--- src/rtl/mesi_pkg.sv ---
package mesi_pkg;

    typedef enum logic [1:0] {
        ST_I = 2'd0,
        ST_S = 2'd1,
        ST_E = 2'd2,
        ST_M = 2'd3
    } line_st_t;

    typedef enum logic [1:0] {
        CMD_WB  = 2'd0,
        CMD_RD  = 2'd1,
        CMD_RDX = 2'd2,
        CMD_UPG = 2'd3
    } bus_cmd_t;

endpackage

--- src/rtl/mesi_tag_store.sv ---
module mesi_tag_store
    import mesi_pkg::*;
#(
    parameter int IDX_W = 4,
    parameter int TAG_W = 12
) (
    input  logic             clk,
    input  logic             rst,
    input  logic [IDX_W-1:0] ra_idx,
    output logic [TAG_W-1:0] ra_tag,
    output line_st_t         ra_st,
    input  logic [IDX_W-1:0] rb_idx,
    output logic [TAG_W-1:0] rb_tag,
    output line_st_t         rb_st,
    input  logic             we,
    input  logic [IDX_W-1:0] w_idx,
    input  logic [TAG_W-1:0] w_tag,
    input  line_st_t         w_st
);
    localparam int DEPTH = 1 << IDX_W;

    logic [TAG_W-1:0] tag_q [DEPTH];
    logic [TAG_W-1:0] tag_d [DEPTH];
    line_st_t         st_q  [DEPTH];
    line_st_t         st_d  [DEPTH];

    always_comb begin
        tag_d = tag_q;
        st_d  = st_q;
        if (we) begin
            tag_d[w_idx] = w_tag;
            st_d[w_idx]  = w_st;
        end
    end

    always_ff @(posedge clk) begin
        if (rst) begin
            for (int i = 0; i < DEPTH; i++) begin
                tag_q[i] <= '0;
                st_q[i]  <= ST_I;
            end
        end else begin
            tag_q <= tag_d;
            st_q  <= st_d;
        end
    end

    assign ra_tag = tag_q[ra_idx];
    assign ra_st  = st_q[ra_idx];
    assign rb_tag = tag_q[rb_idx];
    assign rb_st  = st_q[rb_idx];

endmodule

--- src/rtl/mesi_snoop_eval.sv ---
module mesi_snoop_eval
    import mesi_pkg::*;
#(
    parameter int TAG_W = 12
) (
    input  logic             act,
    input  bus_cmd_t         cmd,
    input  logic [TAG_W-1:0] snp_tag,
    input  logic [TAG_W-1:0] line_tag,
    input  line_st_t         line_st,
    output logic             has_copy,
    output logic             has_dirty,
    output logic             upd,
    output line_st_t         nxt_st
);
    logic hit;

    always_comb begin
        hit       = act && (line_st != ST_I) && (line_tag == snp_tag);
        has_copy  = hit && (cmd != CMD_WB);
        has_dirty = has_copy && (line_st == ST_M);
        nxt_st    = line_st;
        if (has_copy) begin
            unique case (cmd)
                CMD_RD:  nxt_st = ST_S;
                CMD_RDX,
                CMD_UPG: nxt_st = ST_I;
                default: nxt_st = line_st;
            endcase
        end
        upd = has_copy && (nxt_st != line_st);
    end

endmodule

--- src/rtl/mesi_miss_plan.sv ---
module mesi_miss_plan
    import mesi_pkg::*;
#(
    parameter int IDX_W = 4,
    parameter int TAG_W = 12
) (
    input  logic [TAG_W-1:0]       req_tag,
    input  logic [IDX_W-1:0]       req_idx,
    input  logic                   req_wr,
    input  logic [TAG_W-1:0]       line_tag,
    input  line_st_t               line_st,
    output bus_cmd_t               cmd,
    output logic [TAG_W+IDX_W-1:0] addr
);
    logic victim_dirty;
    logic match;

    always_comb begin
        victim_dirty = (line_st == ST_M) && (line_tag != req_tag);
        match        = (line_st != ST_I) && (line_tag == req_tag);
        addr         = {req_tag, req_idx};
        if (victim_dirty) begin
            cmd  = CMD_WB;
            addr = {line_tag, req_idx};
        end else if (req_wr) begin
            cmd = (match && line_st == ST_S) ? CMD_UPG : CMD_RDX;
        end else begin
            cmd = CMD_RD;
        end
    end

endmodule

--- src/rtl/mesi_snoop_ctrl.sv ---
module mesi_snoop_ctrl
    import mesi_pkg::*;
#(
    parameter int ADDR_W = 16,
    parameter int IDX_W  = 4
) (
    input  logic              clk,
    input  logic              rst,
    input  logic              cpu_req_valid,
    input  logic              cpu_req_write,
    input  logic [ADDR_W-1:0] cpu_req_addr,
    output logic              cpu_req_ready,
    output logic              cpu_done,
    output logic              bus_req_valid,
    output logic [1:0]        bus_req_cmd,
    output logic [ADDR_W-1:0] bus_req_addr,
    input  logic              bus_req_grant,
    input  logic              bus_shared_in,
    input  logic              snp_valid,
    input  logic [1:0]        snp_cmd,
    input  logic [ADDR_W-1:0] snp_addr,
    output logic              snp_has_copy,
    output logic              snp_has_dirty,
    output logic              snp_wait
);
    localparam int TAG_W = ADDR_W - IDX_W;

    typedef enum logic {PH_IDLE, PH_BUS} phase_t;

    typedef struct packed {
        phase_t            phase;
        logic [ADDR_W-1:0] req_addr;
        logic              req_wr;
        logic              done;
        logic              sp_pend;
        bus_cmd_t          sp_cmd;
        logic [ADDR_W-1:0] sp_addr;
    } ctl_t;

    ctl_t ctl_d, ctl_q;

    // Tag store ports
    logic [IDX_W-1:0]  lk_idx;
    logic [TAG_W-1:0]  lk_tag;
    logic [TAG_W-1:0]  ra_tag;
    line_st_t          ra_st;
    logic [TAG_W-1:0]  rb_tag;
    line_st_t          rb_st;
    logic              we;
    logic [IDX_W-1:0]  w_idx;
    logic [TAG_W-1:0]  w_tag;
    line_st_t          w_st;

    // Snoop path
    logic              snp_act;
    bus_cmd_t          eff_cmd;
    logic [ADDR_W-1:0] eff_addr;
    logic              sn_copy;
    logic              sn_dirty;
    logic              sn_upd;
    line_st_t          sn_nxt;

    // Request path
    logic              accept;
    logic              hit;
    bus_cmd_t          plan_cmd;
    logic [ADDR_W-1:0] plan_addr;

    // A deferred snoop takes priority over a fresh one; a fresh one is deferred
    // when the processor owns the tag lookup in this cycle.
    always_comb begin
        cpu_req_ready = (ctl_q.phase == PH_IDLE) && !ctl_q.sp_pend;
        accept        = cpu_req_valid && cpu_req_ready;
        snp_wait      = snp_valid && accept;
        snp_act       = ctl_q.sp_pend || (snp_valid && !accept);
        eff_cmd       = ctl_q.sp_pend ? ctl_q.sp_cmd  : bus_cmd_t'(snp_cmd);
        eff_addr      = ctl_q.sp_pend ? ctl_q.sp_addr : snp_addr;
        lk_idx        = (ctl_q.phase == PH_IDLE) ? cpu_req_addr[IDX_W-1:0]
                                                 : ctl_q.req_addr[IDX_W-1:0];
        lk_tag        = (ctl_q.phase == PH_IDLE) ? cpu_req_addr[ADDR_W-1:IDX_W]
                                                 : ctl_q.req_addr[ADDR_W-1:IDX_W];
        hit           = (ra_st != ST_I) && (ra_tag == lk_tag);
    end

    mesi_tag_store #(.IDX_W(IDX_W), .TAG_W(TAG_W)) u_store (
        .clk    (clk),
        .rst    (rst),
        .ra_idx (lk_idx),
        .ra_tag (ra_tag),
        .ra_st  (ra_st),
        .rb_idx (eff_addr[IDX_W-1:0]),
        .rb_tag (rb_tag),
        .rb_st  (rb_st),
        .we     (we),
        .w_idx  (w_idx),
        .w_tag  (w_tag),
        .w_st   (w_st)
    );

    mesi_snoop_eval #(.TAG_W(TAG_W)) u_snoop (
        .act       (snp_act),
        .cmd       (eff_cmd),
        .snp_tag   (eff_addr[ADDR_W-1:IDX_W]),
        .line_tag  (rb_tag),
        .line_st   (rb_st),
        .has_copy  (sn_copy),
        .has_dirty (sn_dirty),
        .upd       (sn_upd),
        .nxt_st    (sn_nxt)
    );

    mesi_miss_plan #(.IDX_W(IDX_W), .TAG_W(TAG_W)) u_plan (
        .req_tag  (ctl_q.req_addr[ADDR_W-1:IDX_W]),
        .req_idx  (ctl_q.req_addr[IDX_W-1:0]),
        .req_wr   (ctl_q.req_wr),
        .line_tag (ra_tag),
        .line_st  (ra_st),
        .cmd      (plan_cmd),
        .addr     (plan_addr)
    );

    always_comb begin
        ctl_d      = ctl_q;
        ctl_d.done = 1'b0;
        we         = 1'b0;
        w_idx      = lk_idx;
        w_tag      = ra_tag;
        w_st       = ra_st;

        if (snp_wait) begin
            ctl_d.sp_pend = 1'b1;
            ctl_d.sp_cmd  = bus_cmd_t'(snp_cmd);
            ctl_d.sp_addr = snp_addr;
        end else if (ctl_q.sp_pend) begin
            ctl_d.sp_pend = 1'b0;
        end

        if (sn_upd) begin
            we    = 1'b1;
            w_idx = eff_addr[IDX_W-1:0];
            w_tag = rb_tag;
            w_st  = sn_nxt;
        end else if (accept) begin
            if (hit && (!cpu_req_write || ra_st == ST_E || ra_st == ST_M)) begin
                ctl_d.done = 1'b1;
                if (cpu_req_write && ra_st == ST_E) begin
                    we   = 1'b1;
                    w_st = ST_M;
                end
            end else begin
                ctl_d.phase    = PH_BUS;
                ctl_d.req_addr = cpu_req_addr;
                ctl_d.req_wr   = cpu_req_write;
            end
        end else if (ctl_q.phase == PH_BUS && bus_req_grant) begin
            we = 1'b1;
            unique case (plan_cmd)
                CMD_WB: begin
                    w_st = ST_I;
                end
                CMD_RD: begin
                    w_tag       = lk_tag;
                    w_st        = bus_shared_in ? ST_S : ST_E;
                    ctl_d.phase = PH_IDLE;
                    ctl_d.done  = 1'b1;
                end
                default: begin
                    w_tag       = lk_tag;
                    w_st        = ST_M;
                    ctl_d.phase = PH_IDLE;
                    ctl_d.done  = 1'b1;
                end
            endcase
        end
    end

    always_ff @(posedge clk) begin
        if (rst) begin
            ctl_q.phase    <= PH_IDLE;
            ctl_q.req_addr <= '0;
            ctl_q.req_wr   <= 1'b0;
            ctl_q.done     <= 1'b0;
            ctl_q.sp_pend  <= 1'b0;
            ctl_q.sp_cmd   <= CMD_WB;
            ctl_q.sp_addr  <= '0;
        end else begin
            ctl_q <= ctl_d;
        end
    end

    assign cpu_done      = ctl_q.done;
    assign bus_req_valid = (ctl_q.phase == PH_BUS);
    assign bus_req_cmd   = plan_cmd;
    assign bus_req_addr  = plan_addr;
    assign snp_has_copy  = sn_copy;
    assign snp_has_dirty = sn_dirty;

endmodule

--- config.mk ---
export PLATFORM = sky130hd
export DESIGN_NAME = mesi_snoop_ctrl
export DESIGN_NICKNAME = d
export VERILOG_FILES = /design/src/rtl/mesi_pkg.sv /design/src/rtl/mesi_tag_store.sv /design/src/rtl/mesi_snoop_eval.sv /design/src/rtl/mesi_miss_plan.sv /design/src/rtl/mesi_snoop_ctrl.sv
export SDC_FILE = /design/constraint.sdc
export NUM_CORES = 1
export LEC_CHECK = 0
export ABC_AREA = 1
export BUFFER_PORTS_ARGS = -buffer_cell sky130_fd_sc_hd__clkbuf_2
export CAP_MARGIN = 20
export CORE_MARGIN = 2
export CORE_UTILIZATION = 51
export DETAILED_ROUTE_END_ITERATION = 8
export GPL_TIMING_DRIVEN = 0
export PLACE_DENSITY = 0.73
export SLEW_MARGIN = 5
export SYNTH_ARGS = -nofsm -noshare
export SYNTH_HDL_FRONTEND = slang
export SYNTH_HIERARCHICAL = 1
export SYNTH_SLANG_ARGS = --single-unit
--- constraint.sdc ---
create_clock -name clk -period 5.79 [get_ports clk]
set_clock_uncertainty 0.2 [all_clocks]
set_input_delay 1.158 -clock clk [delete_from_list [all_inputs] [get_ports clk]]
set_output_delay 1.158 -clock clk [all_outputs]
set_load 0.05 [all_outputs]
==> results of run 1 <==
[flip-flops by register name, summed over array words and instances (netlist names)]
name and flops:
ctl_q 36, u_store/tag_q 192, bus_req_valid 1, u_store/st_q 32, cpu_done 1
[path summary, 6_finish.rpt]
path | from | end | slack (ns) | depth (start not counted)
setup / recovery | bus_req_valid | bus_req_addr[9] | 0.07 | 21
hold / removal | ctl_q[13] | ctl_q[13] | 0.25 | 2
setup reg to reg | ctl_q[18] | u_store/tag_q[108] | 0.15 | 28
hold reg to reg | ctl_q[13] | ctl_q[13] | 0.25 | 2
[cells in the mapped netlist]
library cell | instances | share of area (%)
buf_4 | 12 | 0.56
a21oi_2 | 1 | 0.054
inv_1 | 340 | 7.9
nand3b_1 | 4 | 0.19
nor2_2 | 7 | 0.27
nor2_4 | 7 | 0.49
nand3_4 | 2 | 0.22
nor3_1 | 1 | 0.031
nand2_4 | 1 | 0.070
or2_2 | 4 | 0.15
nor3_2 | 1 | 0.062
buf_1 | 37 | 0.86
nor2_8 | 1 | 0.12
nand3_1 | 443 | 14
nand4_1 | 2 | 0.077
nand4_2 | 1 | 0.077
buf_12 | 1 | 0.12
buf_6 | 4 | 0.28
nor2_1 | 203 | 4.7
clkbuf_1 | 107 | 2.5
buf_2 | 44 | 1.4
o21ai_0 | 52 | 1.6
a21oi_1 | 143 | 4.4
nand2_1 | 861 | 20
a211oi_1 | 140 | 6.5
xnor2_1 | 5 | 0.27
inv_2 | 14 | 0.32
nand3_2 | 2 | 0.12
o21ai_1 | 3 | 0.093
a22oi_1 | 1 | 0.046
clkinv_1 | 3 | 0.070
dfxtp_1 | 262 | 32
nand2_2 | 13 | 0.50
[worst max-delay path: stages (launching register included)]
cell and delay (ns):
dfxtp_4 0.37, inv_2 0.06, buf_2 0.23, or2_2 0.15, o21ai_0 0.13, inv_1 0.13
clkbuf_4 0.34, buf_2 0.47, nand3_1 0.13, nand3_1 0.16, nand3_2 0.18, nand2_2 0.25
nand2_1 0.08, nand2_1 0.07, nand2_1 0.08, nor2_4 0.20, nand3_4 0.13, nand2_4 0.11
buf_12 0.13, nand2_1 0.05, nand2_1 0.08, clkbuf_4 0.23
[metal layers]
metal,routed length (um),track usage [%]
met5,0,0
met4,6950,33.0
met3,11500,13.5
met1,29800,60.8
met2,32000,67.5
[layout make-up]
class	count	area, um^2	area share, %
buffer	204	1250	6.71
clock buffer	39	823	4.42
clock inverter	14	161	0.866
inverter	357	1350	7.23
multi-input combinational	1898	8920	47.8
sequential	262	5250	28.2
tap	402	503	2.70
timing repair buffer	68	388	2.08
timing repair inverter	1	5.00	0.0268
[what timing repair did]
item,in CTS,in global routing
resized for setup,159,160
buffers inserted,0,4
cloned,0,1
hold buffers,0,0
setup endpoints to repair,259,240
pin swaps,0,5
[kinds of logic (layout without fill, tap and decap cells)]
logic type      Yosys count  count (layout)  synth area share (%)
compound gates          340             340                  12.7
simple gates           1553            1553                  40.7
buf+inv                 562             683                  13.9
flops                   262             262                  32.4
xor+xnor                  5               5                 0.270
[per-stage QoR]
step / std cells / hold slack (ns) / area, um^2
floorplan: 2722 / 0.225 / 16200
global placement: 3188 / 0.234 / 17000
detailed placement: 3188 / 0.240 / 17000
CTS: 3240 / 0.249 / 18300
global route: 3245 / 0.272 / 18600
finish: 3245 / 0.249 / 18600
[power groups by stage]
stage / clock network (mW) / logic (mW) / registers [mW]
4_1_cts: 1.94 / 1.81 / 1.87
6_report: 1.94 / 2.01 / 1.87
3_3_place_gp: 0 / 1.73 / 1.90
2_1_floorplan: 0 / 1.05 / 1.90
3_5_place_dp: 0 / 1.75 / 1.91
5_1_grt: 2.00 / 2.06 / 1.87
==> results.yml, run 1 <==
status:
  outcome: "finished, violations left"
  violations: "design-rule violations"
pwr:
  power_frac_clock_pct: 33.3
  p_switching_mw: 2.34
  internal_power_mw: 3.48
  p_leak_nw: 8.68
  switching_share_pct: 40.2
  vdd_drop_max_mv: 0.241
  p_per_area_nw_per_um2: 312
  power_frac_comb_pct: 34.6
  power.total_mw: 5.82
  share_seq_of_total_power_pct: 32.1
job:
  maxCapViolCount: 0
sta:
  finalWorstPathRequiredPeriod_ns: 5.72
  fin_ws_ns: 0.0726
  finalMaxSlewViolations: 0
  finalCritPeriodShare_pct: 98.7
  setup_viol: 0
  slew_headroom_pct: 29.5
  fmax_ghz: 0.175
  tightest_slew_ns: 1.06
  finalSetupTns_ns: 0
  hold_viol_final: 0
clocking:
  cts_buffers: 29
  cts.sinks: 262
  h-tree-depth: 1
  insertion_delay_ns: 0.58
  cts.clk_slew.worst_paths_ns: 0.06
  ctsLongestPathBuffers: 3
  cts_root_buf: "clkbuf_16"
  cts_tree: "built"
synthesis:
  synth_seq_cells: 262
  synthDistinctLibCells: 33
  synth.avg_cell_area_um2: 5.95
  synth_seq_area_share_pct: 32.4
  yosysWarningCount: 6
  syn_inst: 2722
  syn_area_um2: 16200
  syn-num-nets: 2763
critical_path:
  end_kind: "primary output"
  arrival_ns: 4.36
  start_kind: "flip-flop"
  critical_path.max_fanout: 10
  path_class: "reg -> out"
  required_ns: 4.43
route:
  totalWireLength_mm: 80.2
  vias: 19900
  antenna_left: 0
  via_per_inst: 6.13
  wire_per_inst_um: 24.7
  drc: 1
  drt_first_iter_violations: 2932
  first_pass_iters: 9
cells_and_area:
  area_delta_synth_final_pct: 15.1
  layout_commonest_cell: "nand2_1"
  fin_util_pct: 59.4
  final_cell_mix: "842 x nand2_1, 433 x nand3_1, 339 x inv_1, 260 x dfxtp_1, 202 x nor2_1"
  num-fill-cells: 3102
  n_antenna_cell: 0
  layout-drive-gt1-share_pct: 12.9
  layout.nets: 2862
global_routing:
  track_usage_pct: 47.1
  grt-ovfl-total: 0
  grt_pass1_wl_mm: 115
  grt_pass1_vias: 18000
  antenna_found_initial: 0
  grt_max_degree: 14
min_path:
  min_path_type: "reg -> reg"
floorplanning:
  die_h_um: 182
  ios: 65
  start_util_pct: 51.6
  rows: 65
  dieArea_um2: 33200
  core_um2: 31400
  die_w_um: 182
placement:
  place_congestion: 1.10
  port_buffers: 64
  post-dp-hpwl_mm: 58.3
  post-place-ws_ns: -2.06
Power figures use the tool's default switching activity.
==> run 2: changes to the inputs <==
ABC_AREA = not set   (was 1)
BUFFER_PORTS_ARGS = not set   (was -buffer_cell sky130_fd_sc_hd__clkbuf_2)
DONT_BUFFER_PORTS = 1   (was not set)
PLACE_DENSITY = 0.71   (was 0.73)
==> run 2 against run 1 <==
Compared with the run above:
- the run ends with negative setup slack left
- final cell count down 34%
- via count shrank 26%
- combinational power down 60%
- global-route usage is 12 points lower
- critical path depth is 9 lower
- clock-buffer cell count increased by 4
- sequential power hardly changed
- power is 22% lower
- die area down 5.9%
- utilization decreased by 0.20 points
==> results.yml, run 2 <==
status:
  outcome: "finished, violations left"
  violations: "negative setup slack"
cells_and_area:
  regMostFlops: "u_store/tag_q"
  n_antenna_cell: 0
  num-fill-cells: 2544
  largest_register_ffs: 192
  layout.nets: 1777
  final_cell_count_no_fill: 2148
  fin_area_um2: 17500
  final_cell_mix: "260 x dfxtp_1, 246 x a21oi_1, 226 x nand3_1, 146 x o21ai_1, 105 x o21ai_0"
  layout_commonest_cell: "dfxtp_1"
  layout-drive-gt1-share_pct: 20.5
  area_delta_synth_final_pct: 14.7
  top_regs: "u_store/tag_q: 192 flops, ctl_q: 36 flops, u_store/st_q: 32 flops"
synthesis:
  synth_common_cells: "262 x dfxtp_1, 247 x a21oi_1, 227 x nand3_1"
  synth.area.mux_share_pct: 23.1
  syn-num-nets: 1705
  synthAdderAreaFrac_pct: 0
  synthArstFlopShare_pct: 0
  synth_seq_cells: 262
  syn_inst: 1664
  synthDistinctLibCells: 50
  yosys-top-cells-area: "dfxtp_1 34%, mux4_1 11%, a21oi_1 8.1%"
  synth_top_family_by_area: "multiplexers"
  synth_top_cell_area_share_pct: 34.5
  yosysWarningCount: 6
  synth-edff-count: 0
  synth_seq_area_share_pct: 34.5
  synthSimpleGateAreaFrac_pct: 13.6
  synth.most_common_cell: "dfxtp_1"
  synth-xor-area-share_pct: 2.07
  synth.avg_cell_area_um2: 9.15
  synth_compound_area_share_pct: 19.8
  synthFlopType: "dfxtp_1"
  syn_area_um2: 15200
  synth_top_area_cell: "dfxtp_1"
floorplanning:
  die_h_um: 177
  die_w_um: 177
  rows: 63
  start_util_pct: 51.6
  core_um2: 29500
  dieArea_um2: 31200
  ios: 65
pwr:
  vdd_drop_max_mv: 0.220
  p_leak_nw: 6.27
  switching_share_pct: 29.5
  power_frac_clock_pct: 41.7
  share_seq_of_total_power_pct: 40.8
  p_per_area_nw_per_um2: 259
  internal_power_mw: 3.19
  power_frac_comb_pct: 17.6
  p_switching_mw: 1.33
sta:
  tightest_slew_ns: 0.991
  finalSetupTns_ns: -0.304
  finalMaxSlewViolations: 0
  fmax_ghz: 0.170
  setup_viol: 10
  fin_ws_ns: -0.0816
  slew_headroom_pct: 34.0
  grt_setup_unrepaired: "true"
  hold_viol_final: 0
  finalWorstPathRequiredPeriod_ns: 5.87
  finalCritPeriodShare_pct: 101
placement:
  post-dp-hpwl_mm: 40.0
  place_area_um2: 15700
  post-place-ws_ns: -1.94
  place_inst: 2054
  place_congestion: 1.08
  port_buffers: 0
global_routing:
  antenna_found_initial: 0
  grt_pass1_vias: 14100
  grt-ovfl-total: 0
  track_usage_pct: 35.6
  grt_pass1_wl_mm: 83.8
  grt_max_degree: 19
route:
  wire_per_inst_um: 26.6
  vias: 14800
  first_pass_iters: 7
  via_per_inst: 6.88
  drc: 0
  totalWireLength_mm: 57.1
  antenna_left: 0
  drt_first_iter_violations: 2668
clocking:
  h-tree-depth: 1
  insertion_delay_ns: 0.57
  cts_buffers: 29
  cts.clk_slew.worst_paths_ns: 0.06
  cts.sinks: 262
  cts_hold_buf: 0
  cts_root_buf: "clkbuf_16"
  cts_tree: "built"
  ctsLongestPathBuffers: 3
min_path:
  min_path_type: "reg -> reg"
  min_path_cells: 2
critical_path:
  path_class: "reg -> out"
  start_kind: "flip-flop"
  arrival_ns: 4.51
  required_ns: 4.43
  ff2ff_path_depth: 21
  critical_path.max_fanout: 8
  end_kind: "primary output"
job:
  maxCapViolCount: 0
run 2: changes by cell type in the layout (fill, tap and decap cells not counted), sizes merged, moves of 40 or more:
cell / before / now
a211oi: 140 / 1
nand2: 875 / 96
nor2: 218 / 15
o21ai: 55 / 251
nand3: 447 / 227
a22oi: 1 / 56
buf: 97 / 137
clkbuf: 212 / 154
a21oi: 144 / 247
mux4: 0 / 112
inv: 354 / 5
run 2: power groups by stage:
stage | clock (mW) | combinational [mW] | sequential (mW)
global route | 1.96 | 0.809 | 1.84
finish | 1.88 | 0.794 | 1.84
floorplan | 0 | 0.471 | 1.88
CTS | 1.88 | 0.710 | 1.84
global placement | 0 | 0.671 | 1.88
detailed placement | 0 | 0.677 | 1.88
run 2: worst max-delay path, cell delays in order (launching register included):
cell and delay, ns:
dfxtp_4 0.46, buf_12 0.15, mux2_4 0.33, buf_12 0.16
buf_12 0.13, mux4_2 0.47, a22oi_2 0.49, nand2_2 0.24
xor2_2 0.25, nor4_4 0.31, a31oi_2 0.15, buf_6 0.16
a211oi_4 0.63
run 2: path summary, 6_finish.rpt:
kind | slack, ns | from | endpoint
max | -0.08 | bus_req_valid | bus_req_cmd[0]
min | 0.25 | ctl_q[0] | ctl_q[0]
max reg2reg | 0.02 | bus_req_valid | u_store/tag_q[162]
min reg2reg | 0.25 | ctl_q[0] | ctl_q[0]
run 2: metal layers:
layer	share of wire, %	GRT usage [%]	vias to the layer above
met2	43	53.1	1196
met1	36	45.0	6974
li1	-	-	6360
met3	15	10.6	258
met4	7.1	22.5	0
met5	0	0	-
run 2: cell families (layout without fill, tap and decap cells):
logic type             count (synthesis)  count (layout)
multiplexers                         179             179
AO/OA/AOI/OAI                        565             565
buffers and inverters                212             306
XOR/XNOR                              36              36
AND/OR/NAND/NOR                      410             410
flip-flops                           262             262
run 2: final cells by class:
class / count / area, um^2 / share of cell area, %
plain buffers: 205 / 1350 / 7.76
clock buffers: 43 / 818 / 4.69
clock inverters: 10 / 131 / 0.753
inverters: 5 / 18.8 / 0.108
multi-input cells: 1190 / 9060 / 51.9
flip-flops and latches: 262 / 5250 / 30.1
well taps: 390 / 488 / 2.80
repair buffers: 43 / 335 / 1.92
run 2: timing repair:
item                       CTS  global route
resized for setup          108            86
pin swaps                   13            14
setup buffers                8            35
setup endpoints to repair  241           240
run 2: through the flow:
step	utilization (%)	total power, mW	hold slack, ns
after CTS	57.8	4.43	0.255
after floorplan	-	2.35	0.233
after detailed placement	53.3	2.56	0.247
after global routing	59.2	4.62	0.268
after global placement	53.3	2.55	0.238
final	59.2	4.52	0.251
